### src/rtl/qm_pkg.sv
package qm_pkg;
    localparam int WORD_W = 32;

    typedef struct packed {
        logic              sop;
        logic              eop;
        logic [WORD_W-1:0] data;
    } qm_word_t;

    function automatic qm_word_t make_word(input logic s, input logic e,
                                           input logic [WORD_W-1:0] d);
        qm_word_t w;
        w.sop  = s;
        w.eop  = e;
        w.data = d;
        return w;
    endfunction
endpackage

### src/rtl/qm_free_ring.sv
module qm_free_ring #(
    parameter int DEPTH = 16,
    parameter int RESV  = 4,
    localparam int PTR_W = $clog2(DEPTH),
    localparam int CNT_W = PTR_W + 1
) (
    input  logic             clk,
    input  logic             rst,
    input  logic             pop,
    output logic [PTR_W-1:0] pop_ptr,
    input  logic             push,
    input  logic [PTR_W-1:0] push_ptr,
    output logic             empty,
    output logic [CNT_W-1:0] count
);
    logic [PTR_W-1:0] ring [DEPTH];
    logic [PTR_W-1:0] rd_q;
    logic [CNT_W-1:0] cnt_q;
    logic [PTR_W-1:0] wr_idx;

    assign wr_idx  = rd_q + cnt_q[PTR_W-1:0];
    assign pop_ptr = ring[rd_q];
    assign empty   = (cnt_q == '0);
    assign count   = cnt_q;

    always_ff @(posedge clk) begin
        if (rst) begin
            for (int i = 0; i < DEPTH; i++) begin
                ring[i] <= PTR_W'(i);
            end
            rd_q  <= PTR_W'(RESV);
            cnt_q <= CNT_W'(DEPTH - RESV);
        end else begin
            if (push) begin
                ring[wr_idx] <= push_ptr;
            end
            if (pop) begin
                rd_q <= rd_q + 1'b1;
            end
            cnt_q <= cnt_q + CNT_W'(push) - CNT_W'(pop);
        end
    end
endmodule

### src/rtl/qm_slot_store.sv
module qm_slot_store
    import qm_pkg::*;
#(
    parameter int DEPTH = 16,
    localparam int PTR_W = $clog2(DEPTH)
) (
    input  logic             clk,
    input  logic             wr_en,
    input  logic [PTR_W-1:0] wr_addr,
    input  qm_word_t         wr_word,
    input  logic [PTR_W-1:0] wr_link,
    input  logic [PTR_W-1:0] rd_addr,
    output qm_word_t         rd_word,
    output logic [PTR_W-1:0] rd_link
);
    qm_word_t         words [DEPTH];
    logic [PTR_W-1:0] links [DEPTH];

    assign rd_word = words[rd_addr];
    assign rd_link = links[rd_addr];

    always_ff @(posedge clk) begin
        if (wr_en) begin
            words[wr_addr] <= wr_word;
            links[wr_addr] <= wr_link;
        end
    end
endmodule

### src/rtl/qm_flow_table.sv
module qm_flow_table #(
    parameter int FLOWS = 4,
    parameter int DEPTH = 16,
    localparam int PTR_W  = $clog2(DEPTH),
    localparam int FLOW_W = (FLOWS > 1) ? $clog2(FLOWS) : 1
) (
    input  logic              clk,
    input  logic              rst,
    input  logic              enq_en,
    input  logic [FLOW_W-1:0] enq_flow,
    input  logic [PTR_W-1:0]  enq_new_tail,
    output logic [PTR_W-1:0]  enq_tail,
    input  logic              deq_en,
    input  logic [FLOW_W-1:0] deq_flow,
    input  logic [PTR_W-1:0]  deq_new_head,
    output logic [PTR_W-1:0]  deq_head,
    output logic              deq_empty
);
    logic [PTR_W-1:0] head_q [FLOWS];
    logic [PTR_W-1:0] tail_q [FLOWS];

    assign enq_tail  = tail_q[enq_flow];
    assign deq_head  = head_q[deq_flow];
    assign deq_empty = (head_q[deq_flow] == tail_q[deq_flow]);

    always_ff @(posedge clk) begin
        if (rst) begin
            for (int f = 0; f < FLOWS; f++) begin
                head_q[f] <= PTR_W'(f);
                tail_q[f] <= PTR_W'(f);
            end
        end else begin
            if (enq_en) begin
                tail_q[enq_flow] <= enq_new_tail;
            end
            if (deq_en) begin
                head_q[deq_flow] <= deq_new_head;
            end
        end
    end
endmodule

### src/rtl/qm_flow_queues.sv
module qm_flow_queues
    import qm_pkg::*;
#(
    parameter int FLOWS = 4,
    parameter int DEPTH = 16,
    localparam int PTR_W  = $clog2(DEPTH),
    localparam int CNT_W  = PTR_W + 1,
    localparam int FLOW_W = (FLOWS > 1) ? $clog2(FLOWS) : 1
) (
    input  logic              clk,
    input  logic              rst,
    input  logic              in_valid,
    input  logic [FLOW_W-1:0] in_flow,
    input  logic [WORD_W-1:0] in_data,
    input  logic              in_sop,
    input  logic              in_eop,
    output logic              in_full,
    input  logic              deq_req,
    input  logic [FLOW_W-1:0] deq_flow,
    input  logic              tx_enable,
    output logic              out_valid,
    output logic [FLOW_W-1:0] out_flow,
    output logic [WORD_W-1:0] out_data,
    output logic              out_sop,
    output logic              out_eop
);
    logic             enq_go, deq_go;
    logic             ring_empty;
    logic [CNT_W-1:0] free_cnt;
    logic [PTR_W-1:0] fresh_ptr, tail_ptr, head_ptr, head_link;
    logic             flow_empty;
    qm_word_t         head_word;

    assign in_full = ring_empty;
    assign enq_go  = in_valid && !ring_empty;
    assign deq_go  = deq_req && !in_valid && tx_enable && !flow_empty;

    qm_free_ring #(.DEPTH(DEPTH), .RESV(FLOWS)) u_ring (
        .clk      (clk),
        .rst      (rst),
        .pop      (enq_go),
        .pop_ptr  (fresh_ptr),
        .push     (deq_go),
        .push_ptr (head_ptr),
        .empty    (ring_empty),
        .count    (free_cnt)
    );

    qm_flow_table #(.FLOWS(FLOWS), .DEPTH(DEPTH)) u_table (
        .clk          (clk),
        .rst          (rst),
        .enq_en       (enq_go),
        .enq_flow     (in_flow),
        .enq_new_tail (fresh_ptr),
        .enq_tail     (tail_ptr),
        .deq_en       (deq_go),
        .deq_flow     (deq_flow),
        .deq_new_head (head_link),
        .deq_head     (head_ptr),
        .deq_empty    (flow_empty)
    );

    qm_slot_store #(.DEPTH(DEPTH)) u_store (
        .clk     (clk),
        .wr_en   (enq_go),
        .wr_addr (tail_ptr),
        .wr_word (make_word(in_sop, in_eop, in_data)),
        .wr_link (fresh_ptr),
        .rd_addr (head_ptr),
        .rd_word (head_word),
        .rd_link (head_link)
    );

    always_ff @(posedge clk) begin
        if (rst) begin
            out_valid <= 1'b0;
            out_flow  <= '0;
            out_data  <= '0;
            out_sop   <= 1'b0;
            out_eop   <= 1'b0;
        end else begin
            out_valid <= deq_go;
            if (deq_go) begin
                out_flow <= deq_flow;
                out_data <= head_word.data;
                out_sop  <= head_word.sop;
                out_eop  <= head_word.eop;
            end
        end
    end
endmodule

### config.mk
export PLATFORM = sky130hd
export DESIGN_NAME = qm_flow_queues
export DESIGN_NICKNAME = d
export VERILOG_FILES = /design/src/rtl/qm_pkg.sv /design/src/rtl/qm_free_ring.sv /design/src/rtl/qm_slot_store.sv /design/src/rtl/qm_flow_table.sv /design/src/rtl/qm_flow_queues.sv
export SDC_FILE = /design/constraint.sdc
export NUM_CORES = 1
export LEC_CHECK = 0
export BUFFER_PORTS_ARGS = -buffer_cell sky130_fd_sc_hd__buf_2
export CAP_MARGIN = 10
export CORE_MARGIN = 1
export CORE_UTILIZATION = 62
export DETAILED_ROUTE_END_ITERATION = 7
export PLACE_DENSITY = 0.76
export SYNTH_ARGS = -nofsm -noshare
export SYNTH_HDL_FRONTEND = slang
export SYNTH_SLANG_ARGS = --single-unit
### constraint.sdc
create_clock -name clk -period 5.5 [get_ports clk]
set_input_delay 0.275 -clock clk [delete_from_list [all_inputs] [get_ports clk]]
set_output_delay 0.275 -clock clk [all_outputs]
set_load 0.005 [all_outputs]
==> flow_metrics.env, run 1 <==
export IMPL_outcome="finished clean"
export IMPL_fp_row_count=80
export IMPL_peakVddDrop_mv=0.315
export IMPL_synthArstFlopShare=0
export IMPL_h_tree_depth=3
export IMPL_fin_crit_sh=0.670
export IMPL_grt_usage=0.265
export IMPL_synthDistinctLibCells=46
export IMPL_cp_end_kind="flip-flop"
export IMPL_drc=0
export IMPL_leakage_nw=11.5
export IMPL_path_class="flip-flop to flip-flop"
export IMPL_cp_slowest_cell="mux4_4"
export IMPL_cts_clk_slew_worst_paths_ns=0.06
export IMPL_ant_nets=0
export IMPL_finalSetupViolations=0
export IMPL_grt_max_degree=90
export IMPL_max_slew_margin=0.164
export IMPL_final_cell_mix="edfxtp_1, mux2i_1, mux4_2"
export IMPL_crit_family="buffers and inverters"
export IMPL_synth_nets=1643
export IMPL_path_max_fanout=45
export IMPL_io_pins=81
export IMPL_synth_cells=1589
export IMPL_clk_latency_ns=0.63
export IMPL_fin_skew_ns=0.0211
export IMPL_layout_commonest_cell="edfxtp_1"
export IMPL_critPathMaxStageDelay_ns=1.03
export IMPL_cp_cell_sequence="mux4_4 -> xnor2_1 -> a41oi_4 -> buf_4 -> buf_4 -> nor2_1 -> a311oi_1"
export IMPL_pwr_density_cell_nw_per_um2=387
export IMPL_finalCriticalPeriod_ns=3.69
export IMPL_io_buffers=80
export IMPL_fin_setup_tns_ns=0
export IMPL_first_pass_iters=5
export IMPL_max_slew_worst_pin_slew_ns=1.25
export IMPL_cts_resized=0
export IMPL_antenna_found_initial=3
export IMPL_synthTopCellsByArea="edfxtp_1, mux4_2, mux2i_1"
export IMPL_start_util=0.628
export IMPL_die_w_um=222
export IMPL_min_path_type="primary input to flip-flop"
export IMPL_holdWs_ns=0.0234
export IMPL_hpwl_um=34300
export IMPL_drt_wl_total_um=64000
export IMPL_clock_sinks=754
export IMPL_fmax_mhz=271
export IMPL_root_buffer="clkbuf_16"
export IMPL_yosys_most_used_dff="edfxtp_1"
export IMPL_rsz0062_at_grt="no"
export IMPL_wl_per_cell_um=27.0
export IMPL_hold_viol=0
export IMPL_tritoncts="yes"
export IMPL_drive_above_1_share=0.215
export IMPL_fin_ws_ns=1.81
export IMPL_synth_edf_count=704
export IMPL_vias=15300
export IMPL_grt_pass1_vias=15600
export IMPL_numCtsBuffers=75
export IMPL_syn2layout_area_growth_pct=12.6
export IMPL_maxCapViolCount=0
export IMPL_ys_warn_count=0
export IMPL_clock_path_buffers=3
export IMPL_final_nets=1739
export IMPL_cp_start_kind="flip-flop"
export IMPL_synth_top_cell_area_share=0.707
export IMPL_globalplace_congestion=0.845
export IMPL_post_route_util=0.707
export IMPL_ys_ff_latch=754
export IMPL_vias_per_cell=6.46
export IMPL_syn_area_um2=29900
export IMPL_syn_avg_cell_area_um2=18.8
export IMPL_die_area_um2=49100
export IMPL_core_area_um2=47600
export IMPL_ys_seq_area_frac=0.740
export IMPL_arrival_ns=4.21
export IMPL_slew_viol_final=0
export IMPL_first_iter_violations=1627
export IMPL_crit_buf_inv=2
export IMPL_crit_top_cell="buf_4"
export IMPL_synth_top_cell_by_area="edfxtp_1"
export IMPL_place_ws_ns=1.49
export IMPL_crit_required_ns=6.03
export IMPL_grt_pass1_wl_um=94900
export IMPL_dieHeight_um=222
export IMPL_grt_ovfl_total=0
-- cells by family (layout without fill, tap and decap cells) --
kind of cell | after synthesis | count (layout) | synth area share
other | 0 | 3 | 0
multiplexers | 339 | 339 | 0.162
XOR/XNOR | 15 | 15 | 0.00439
adder cells (fa/ha/maj) | 11 | 11 | 0.00510
buffers and inverters | 108 | 267 | 0.0166
AO/OA/AOI/OAI | 135 | 135 | 0.0353
flip-flops | 754 | 754 | 0.740
AND/OR/NAND/NOR | 227 | 227 | 0.0367
-- repair_timing --
item	in CTS	in global routing
buffers inserted	0	0
hold buffers	8	0
hold endpoints to repair	100	0
endpoints found under the setup margin	0	0
-- layout make-up --
cell class              instances  area [um2]
clock inverters                36         439
inverters                      11        41.3
repair buffers                116         706
multi-input cells             727        7430
clock buffers                 104        2160
diodes                          3        7.51
well taps                     615         769
fillers                      2868       14000
flip-flops and latches        754       22100
-- per-stage QoR --
step,instance area (um2),power [W],cells
6_report,33700,0.0130,2366
5_1_grt,33700,0.0134,2364
4_1_cts,33700,0.0131,2363
3_5_place_dp,31000,0.00782,2215
3_3_place_gp,31000,0.00778,2215
2_1_floorplan,29900,0.00743,1589
-- state kept, by name, summed over array words and instances (netlist names), named ones only --
signal and count:
u_ring.count 5, out_valid 1, out_flow 2, u_table.head_q 16
out_sop 1, u_ring.ring 64, u_store.links 64, u_ring.rd_q 4
out_eop 1, u_table.tail_q 16, u_store.words 544, out_data 32
-- final timing paths --
path                   startpoint              endpoint  slack [ns]  depth (start not counted)
max          u_table.head_q[3][3]          out_data[22]        1.81                          7
min                   in_data[13]  u_store.words[4][13]        0.02                          1
max reg2reg  u_table.head_q[3][3]          out_data[22]        1.81                          7
min reg2reg           out_data[1]           out_data[1]        0.50                          2
-- power breakdown --
group / total, W / leakage [nW] / internal, W / switching (W)
clock: 0.00531 / 1.28 / 0.00319 / 0.00213
sequential: 0.00654 / 6.75 / 0.00646 / 0.0000813
combinational: 0.00117 / 3.42 / 0.000437 / 0.000733
-- synthesized netlist by cell type, types with 10 or more instances --
| cell type | number |
|---|---|
| a21o_1 | 14 |
| buf_2 | 32 |
| nor3_1 | 19 |
| inv_1 | 10 |
| a311oi_1 | 33 |
| nand3_1 | 23 |
| nor2_1 | 83 |
| mux2i_1 | 220 |
| and2_1 | 14 |
| mux4_2 | 115 |
| nand2_1 | 32 |
| nor2b_1 | 13 |
| a22oi_1 | 66 |
| dfxtp_1 | 50 |
| edfxtp_1 | 704 |
| clkbuf_1 | 49 |
-- worst register-to-register path, cell delays in order (launching register included) --
cell      delay (ns)
edfxtp_1        0.40
mux4_4          1.03
xnor2_1         0.29
a41oi_4         0.38
buf_4           0.51
buf_4           0.57
nor2_1          0.12
a311oi_1        0.29
-- per-layer routing --
metal | share of wire | global-route usage
met4 | 0.031 | 0.105
met2 | 0.49 | 0.430
met1 | 0.40 | 0.353
met3 | 0.080 | 0.0588
met5 | 0.00039 | 0
No activity file was read; power rests on OpenSTA's default activity.
==> run 2: changes to the inputs <==
==> constraint.sdc (replaced) <==
create_clock -name clk -period 3.6 [get_ports clk]
set_input_delay 0.18 -clock clk [delete_from_list [all_inputs] [get_ports clk]]
set_output_delay 0.18 -clock clk [all_outputs]
set_load 0.005 [all_outputs]
==> flow_metrics.env, run 2 (same netlist as run 1, synthesis figures left out) <==
export IMPL_outcome="finished clean"
export IMPL_grt_ovfl_total=0
export IMPL_largest_reg_flops=544
export IMPL_r2r_start="u_table.head_q[2][0]"
export IMPL_vias_per_cell=6.44
export IMPL_leakage_nw=11.7
export IMPL_grt_pass1_wl_um=96400
export IMPL_drt_wl_total_um=64400
export IMPL_clk_latency_ns=0.62
export IMPL_max_slew_margin=0.343
export IMPL_start_util=0.628
export IMPL_hp_start="in_flow[0]"
export IMPL_fin_skew_ns=0.0257
export IMPL_numCtsBuffers=75
export IMPL_holdWs_ns=0.0814
export IMPL_dieHeight_um=222
export IMPL_cts_hold_buf=35
export IMPL_wl_per_cell_um=26.7
export IMPL_fin_crit_sh=0.817
export IMPL_place_area_um2=31400
export IMPL_root_buffer="clkbuf_16"
export IMPL_final_area_um2=34300
export IMPL_grt_max_degree=74
export IMPL_vias=15500
export IMPL_crit_required_ns=4.07
export IMPL_postCtsSetupBuffers=0
export IMPL_slew_viol_final=0
export IMPL_h_tree_depth=3
export IMPL_hold_viol=0
export IMPL_final_nets=1789
export IMPL_finalSetupViolations=0
export IMPL_grt_usage=0.267
export IMPL_fp_row_count=80
export IMPL_reg_top3="u_store.words x544, u_ring.ring x64, u_store.links x64"
export IMPL_pwr_density_cell_nw_per_um2=574
export IMPL_final_cell_mix="edfxtp_1, mux2i_1, mux4_2"
export IMPL_cp_end_kind="flip-flop"
export IMPL_first_pass_iters=5
export IMPL_clock_sinks=754
export IMPL_cts_clk_slew_worst_paths_ns=0.06
export IMPL_multi_input_area_um2=7430
export IMPL_first_iter_violations=1593
export IMPL_finalCriticalPeriod_ns=2.94
export IMPL_max_slew_worst_pin_slew_ns=0.985
export IMPL_io_pins=81
export IMPL_min_path_type="primary input to flip-flop"
export IMPL_grt_pass1_vias=15900
export IMPL_antenna_found_initial=0
export IMPL_io_buffers=80
export IMPL_arrival_ns=3.41
export IMPL_peakVddDrop_mv=0.440
export IMPL_cp_start_kind="flip-flop"
export IMPL_fmax_mhz=340
export IMPL_die_area_um2=49100
export IMPL_core_area_um2=47600
export IMPL_crit_start="u_table.head_q[2][0]"
export IMPL_rsz0062_at_grt="no"
export IMPL_syn2layout_area_growth_pct=14.6
export IMPL_regMostFlops="u_store.words"
export IMPL_maxCapViolCount=0
export IMPL_cts_resized=0
export IMPL_hpwl_um=33700
export IMPL_globalplace_congestion=0.875
export IMPL_ant_nets=0
export IMPL_die_w_um=222
export IMPL_path_class="flip-flop to flip-flop"
export IMPL_drive_above_1_share=0.224
export IMPL_tritoncts="yes"
export IMPL_layout_commonest_cell="edfxtp_1"
export IMPL_regArea_um2=22100
export IMPL_path_max_fanout=40
export IMPL_clock_path_buffers=3
export IMPL_fill_cells=2821
export IMPL_drc=0
==> run 2: changes by cell type in the layout (fill, tap and decap cells not counted), sizes merged <==
cell         before  now
buf             108  131
dlygate4sd3       8   35
bufinv            9    5
clkinvlp          1    3
diode             3    1
clkinv           23   21
inv              14   17
==> run 2: worst paths after layout <==
kind | end | slack (ns) | cells past startpoint
setup reg to reg | out_data[29] | 0.66 | 6
hold reg to reg | out_data[13] | 0.51 | 2
hold / removal | u_table.tail_q[1][2] | 0.08 | 2
setup / recovery | out_data[29] | 0.66 | 6
==> run 2: power by group <==
part / internal, W / leakage, nW / switching [W]
Sequential: 0.00987 / 6.75 / 0.000108
Clock: 0.00457 / 1.23 / 0.00322
Combinational: 0.000735 / 3.71 / 0.00118
==> run 2: layer usage <==
layer | vias up | routed length (um) | track usage
li1 | 6711 | - | -
met1 | 8023 | 25800 | 0.366
met2 | 689 | 32400 | 0.446
met3 | 117 | 4660 | 0.0400
met4 | 0 | 1570 | 0.0883
met5 | - | 0 | 0
==> run 2: final cells by class <==
cell class              count  share of cell area
flip-flops and latches    754               0.646
clock inverters            35             0.00982
repair buffers            166              0.0408
well taps                 615              0.0224
inverters                  11             0.00120
multi-input cells         727               0.217
diodes                      1           0.0000730
clock buffers             104              0.0628
==> run 2: worst max-delay path, stage by stage, from the launching register on <==
cell and delay (ns):
edfxtp_1 0.33, mux4_4 0.48, buf_4 0.32, buf_4 0.63, mux4_2 0.61, a22oi_1 0.27
a311oi_1 0.14
==> run 2: stage by stage <==
| stage | std cells | util | total power [W] | worst slack [ns] | TNS [ns] |
|---|---|---|---|---|---|
| global route | 2412 | 0.719 | 0.0202 | 0.469 | 0 |
| CTS | 2412 | 0.719 | 0.0198 | 0.586 | 0 |
| detailed placement | 2238 | 0.660 | 0.0120 | 0.463 | 0 |
| floorplan | 1589 | - | 0.0114 | -0.0581 | -4.65 |
| global placement | 2238 | 0.660 | 0.0120 | 0.539 | 0 |
| finish | 2413 | 0.719 | 0.0197 | 0.660 | 0 |
